## config.mk

```make
export PLATFORM = sky130hd
export DESIGN_NAME = bus_phase_sequencer
export DESIGN_NICKNAME = d
export VERILOG_FILES = /design/src/rtl/bus_phase_sequencer.sv
export SDC_FILE = /design/constraint.sdc
export NUM_CORES = 1
export LEC_CHECK = 0
export ABC_AREA = 1
export BUFFER_PORTS_ARGS = -buffer_cell sky130_fd_sc_hd__buf_4
export CAP_MARGIN = 20
export CORE_MARGIN = 5
export CORE_UTILIZATION = 40
export DETAILED_ROUTE_END_ITERATION = 8
export PLACE_DENSITY_LB_ADDON = 0.1
export SETUP_SLACK_MARGIN = 0.5
export SYNTH_ARGS = -nofsm -noshare
export SYNTH_HDL_FRONTEND = slang
export SYNTH_SLANG_ARGS = --single-unit
```

## constraint.sdc

```tcl
create_clock -name clk -period 4.6 [get_ports clk]
set_clock_uncertainty 0.05 [all_clocks]
set_input_delay 0.46 -clock clk [delete_from_list [all_inputs] [get_ports clk]]
set_output_delay 0.46 -clock clk [all_outputs]
set_load 0.05 [all_outputs]
```

## src/rtl/bus_phase_sequencer.sv

```systemverilog
module bus_phase_sequencer #(
  parameter int SETTLE_CYC        = 20,
  parameter int IO_TURN_CYC       = 20,
  parameter int LEGACY_SETTLE_CYC = 5000,
  parameter int LEGACY_DATA_CYC   = 20000
) (
  input  logic       clk,
  input  logic       rst_n,
  input  logic       req_valid,
  input  logic [3:0] req_code,
  input  logic       ack_in,
  input  logic       legacy_mode,
  input  logic       xfer_idle,
  input  logic       bus_reset_pending,
  output logic       msg_out,
  output logic       cd_out,
  output logic       io_out,
  output logic       ctl_oe,
  output logic       busy,
  output logic       done,
  output logic       force_reset
);
  localparam int SUM_MAX = SETTLE_CYC + IO_TURN_CYC + LEGACY_SETTLE_CYC;
  localparam int CNT_MAX = (SUM_MAX > LEGACY_DATA_CYC) ? SUM_MAX : LEGACY_DATA_CYC;
  localparam int CW      = $clog2(CNT_MAX + 1);

  typedef enum logic [1:0] {S_IDLE, S_ACK, S_PRE, S_SETTLE} st_t;
  st_t st;

  logic          rel_q;
  logic [2:0]    lines_q;
  logic [3:0]    pend_q;
  logic [CW-1:0] cnt_q;

  wire same      = req_code[3] ? rel_q : (!rel_q && req_code[2:0] == lines_q);
  wire pend_data = !pend_q[3] && pend_q[2:1] == 2'b00;
  wire ack_clear = !ack_in || bus_reset_pending;
  wire go_pre    = (st == S_ACK) && ack_clear && legacy_mode && pend_data;
  wire go_apply  = ((st == S_ACK) && ack_clear && !(legacy_mode && pend_data)) ||
                   ((st == S_PRE) && cnt_q == CW'(1));
  wire old_io    = rel_q | lines_q[0];
  wire [CW-1:0] settle_len = CW'(SETTLE_CYC)
                           + ((old_io != pend_q[0]) ? CW'(IO_TURN_CYC) : '0)
                           + (legacy_mode ? CW'(LEGACY_SETTLE_CYC) : '0);

  always_ff @(posedge clk) begin
    if (!rst_n) begin
      st          <= S_IDLE;
      rel_q       <= 1'b1;
      lines_q     <= '0;
      pend_q      <= 4'b1000;
      cnt_q       <= '0;
      done        <= 1'b0;
      force_reset <= 1'b0;
    end else begin
      done        <= 1'b0;
      force_reset <= 1'b0;
      case (st)
        S_IDLE:
          if (req_valid) begin
            if (same) done <= 1'b1;
            else begin
              pend_q <= req_code;
              st     <= S_ACK;
            end
          end
        S_ACK:
          if (go_pre) begin
            cnt_q <= CW'(LEGACY_DATA_CYC);
            st    <= S_PRE;
          end
        S_PRE:
          if (cnt_q != CW'(1)) cnt_q <= cnt_q - CW'(1);
        S_SETTLE:
          if (cnt_q == CW'(1)) begin
            st   <= S_IDLE;
            done <= 1'b1;
          end else cnt_q <= cnt_q - CW'(1);
        default: st <= S_IDLE;
      endcase
      if (go_apply) begin
        if (!xfer_idle) begin
          force_reset <= 1'b1;
          st          <= S_IDLE;
        end else if (pend_q[3]) begin
          rel_q   <= 1'b1;
          lines_q <= '0;
          done    <= 1'b1;
          st      <= S_IDLE;
        end else begin
          rel_q   <= 1'b0;
          lines_q <= pend_q[2:0];
          cnt_q   <= settle_len;
          st      <= S_SETTLE;
        end
      end
    end
  end

  assign {msg_out, cd_out, io_out} = lines_q;
  assign ctl_oe = !rel_q;
  assign busy   = (st != S_IDLE);

  p_ack_hold_r3: assert property (@(posedge clk) disable iff (!rst_n)
    (st == S_ACK && ack_in && !bus_reset_pending) |=> $stable({msg_out, cd_out, io_out, ctl_oe}));

  p_abort_keeps_lines_r8: assert property (@(posedge clk) disable iff (!rst_n)
    $rose(force_reset) |-> $stable({msg_out, cd_out, io_out, ctl_oe}));

  p_done_excl_r9: assert property (@(posedge clk) disable iff (!rst_n)
    !(done && force_reset));

  p_done_idle_r9: assert property (@(posedge clk) disable iff (!rst_n)
    (done || force_reset) |-> !busy);

  p_same_quick_r2: assert property (@(posedge clk) disable iff (!rst_n)
    (!busy && req_valid && same) |=> (done && !busy && $stable({msg_out, cd_out, io_out, ctl_oe})));
endmodule

```

==> flow_summary.json <==
{
  "final.min_clock_period_ns": 2.769,
  "crit_required_ns": 4.09,
  "drive_above_1_share_pct": 15.69,
  "die_h_um": 80.48,
  "netlist_area_sq_mm": 0.001987,
  "dp_cells": 388,
  "dr_wl_met3_um": 254,
  "root_buffer": "clkbuf_8",
  "maxCapViolCount": 0,
  "critical_path.cell_chain": "inv_1 -> ha_1 -> clkinv_1 -> buf_4",
  "post_drt_wl_per_cell_um": 13.65,
  "endpoint_kind": "output pin",
  "postSynthAreaPerCell_sq_um": 6.451,
  "syn_inst": 308,
  "critPathArrivalTime_ns": 2.26,
  "hold_violations": 0,
  "core_area_sq_mm": 0.004786,
  "detail_route.iter0.violations": 131,
  "rsz0062_at_grt": "false",
  "cpMaxStageDelayCell": "ha_1",
  "hp-class": "input pin to flip-flop",
  "min_to": "force_reset",
  "die_w_um": 80.48,
  "detail_route.vias_per_cell": 5.105,
  "syn_nets": 326,
  "period_share_pct": 60.19,
  "post-route-drc-count": 0,
  "seq_area_frac_synth_pct": 27.20,
  "cpPeakStageDelay_ns": 0.59,
  "fin_nets": 344,
  "grt_start_max_net_pins": 19,
  "start_util_pct": 41.52,
  "hpwl_um": 4112,
  "final_cell_area_sq_mm": 0.002216,
  "synth-seq-cells": 27,
  "grt_pass1_wl_um": 9121,
  "grt_pass1_vias": 1972,
  "min_from": "xfer_idle",
  "port_buffers": 17,
  "tightest_slew_ns": 0.6704,
  "dieArea_sq_mm": 0.006477,
  "clkSinkCount": 27,
  "postPlaceCellArea_sq_mm": 0.002167,
  "fin_cells": 392,
  "status": "finished, final reports clean",
  "postCtsResizedCells": 0,
  "max_freq_mhz": 361.2,
  "cts_hold_buf": 0,
  "gp_congestion": 0.8794,
  "drt-total-wl_um": 5349,
  "cts_buffers": 3,
  "reg2reg_to": "cnt_q[10]",
  "wl_met1_um": 2452,
  "cp-start-kind": "flip-flop",
  "ant_nets": 0,
  "vias": 2001,
  "grt.total_usage_pct": 17.95,
  "clockBufferDepth": 2,
  "relSlewSlack_pct": 55.31,
  "path_class": "flip-flop to output pin",
  "yosys_warnings": 0,
  "reg2reg_from": "st[0]",
  "rows": 25,
  "htree_num_levels": 1,
  "cp_max_fo": 18,
  "diodes": 0,
  "power_mw": 1.475,
  "dr.pass1.iters": 4,
  "p_per_area_mw_per_mm2": 665.8,
  "irDropWorstVdd_uv": 271.0,
  "syn_to_final_growth_pct": 11.52,
  "worst_skew_pair.late_latency_ns": 0.28,
  "r2r_setup_slack_ns": 2.34,
  "hold_depth": 2,
  "io_pins": 18,
  "setup_viol": 0,
  "finalMaxSlewViolations": 0,
  "cts_tree": "yes",
  "finalSetupTns_ns": 0,
  "rr_worst_depth": 7,
  "top_layer_used": "met4",
  "clk_pin_slew_worst_paths_ns": 0.11,
  "synth_cell_type_count": 35,
  "fin_util_pct": 46.30,
  "cts_setup_buffers": 0,
  "grt-ovfl-total": 0,
  "route.met2.wl_um": 2580,
  "antenna_found_initial": 0,
  "power_leakage_nw": 1.030
}
per-layer routing:
metal	up-vias	GRT usage [%]
li1	1036	-
met1	909	22.68
met5	-	0
met2	52	30.71
met4	0	4.730
met3	4	3.812
cells in the mapped netlist:
library cell	instances	area share [%]
a21boi_0	1	0.38
a21oi_1	21	5.3
a21oi_2	12	5.3
a31o_2	1	0.44
a31oi_1	1	0.32
and3_1	1	0.32
buf_12	1	1.0
clkbuf_1	3	0.57
clkinv_1	2	0.38
dfxtp_1	27	27
ha_1	7	4.4
inv_1	41	7.7
inv_2	1	0.19
inv_6	1	0.44
nand2_1	84	16
nand2_2	1	0.32
nand2_4	3	1.7
nand3_1	20	5.0
nand3_4	1	0.88
nand4_1	10	3.1
nand4_2	1	0.63
nor2_1	28	5.3
nor2_2	3	0.94
nor2_4	2	1.1
nor2_8	1	1.0
nor3_1	4	1.0
o211ai_1	3	1.1
o21ai_0	19	4.8
o21ai_1	1	0.25
o21ai_4	1	0.82
o22ai_1	1	0.32
o31ai_1	1	0.38
or2_1	1	0.32
or2_2	2	0.63
xor2_1	1	0.44
per-stage QoR:
step,setup slack [ns],hold WS (ns)
after floorplan,2.689,0.3872
after global placement,2.192,0.4021
after CTS,1.815,0.3004
final,1.831,0.2995
after global routing,1.609,0.2955
after detailed placement,2.142,0.4139
cell families (layout without fill, tap and decap cells):
| kind of cell | Yosys count | count (layout) | synth area share [%] |
|---|---|---|---|
| flops | 27 | 27 | 27.20 |
| simple gates | 162 | 162 | 38.22 |
| xor+xnor | 1 | 1 | 0.4409 |
| buf+inv | 49 | 66 | 10.33 |
| compound gates | 62 | 62 | 19.40 |
| fa+ha+maj | 7 | 7 | 4.408 |
sequential cells by signal (all words and copies together) (netlist names):
name and cells:
cnt_q 15, pend_q 4, lines_q 3, st 2, done 1, force_reset 1, rel_q 1
layout make-up:
cell class                 count  area (sq um)
clock buffer                   3         41.29
timing repair buffer          17         127.6
sequential                    27         540.5
inverter                      45         173.9
tap                           67         83.83
multi-input combinational    232          1241
clock inverter                 1         7.507
fill                         545          2570
power breakdown:
part / internal (mW) / switching, mW / leakage (nW)
clock network: 0.0618 / 0.0869 / 0.0217
logic: 0.330 / 0.631 / 0.788
registers: 0.293 / 0.0724 / 0.220
cells in the final DEF (no fill, tap or decap):
master,instances
clkinvlp_4,1
o31ai_1,1
and3_1,1
clkinv_1,2
a21boi_0,1
nor3_1,4
xor2_1,1
inv_6,1
o22ai_1,1
a31o_2,1
a21oi_2,12
or2_1,1
o21ai_4,1
nor2_2,3
nor2_4,2
nand2_2,1
nand3_1,20
nand4_1,10
nor2_1,28
nand4_2,1
dfxtp_1,27
ha_1,7
buf_4,17
o211ai_1,3
o21ai_1,1
nand2_4,3
nor2_8,1
inv_2,1
nand3_4,1
inv_1,41
o21ai_0,19
clkbuf_8,3
a21oi_1,21
or2_2,2
nand2_1,84
a31oi_1,1
critical path, delay by kind of cell, from the launching register on:
family                     cells  cell delay, ns
buffers and inverters          3            1.03
adders and majority gates      1            0.59
DFF                            1            0.36
worst max-delay path by stage:
stage	endpoint	startpoint	depth (start not counted)	slack, ns
4_1_cts	busy	st[0]	4	1.81
6_report	busy	st[0]	4	1.83
3_5_place_dp	busy	st[0]	4	2.14
2_1_floorplan	busy	st[0]	4	2.69
3_3_place_gp	busy	st[0]	4	2.19
5_1_grt	busy	st[1]	4	1.61
Power figures use the tool's default switching activity.
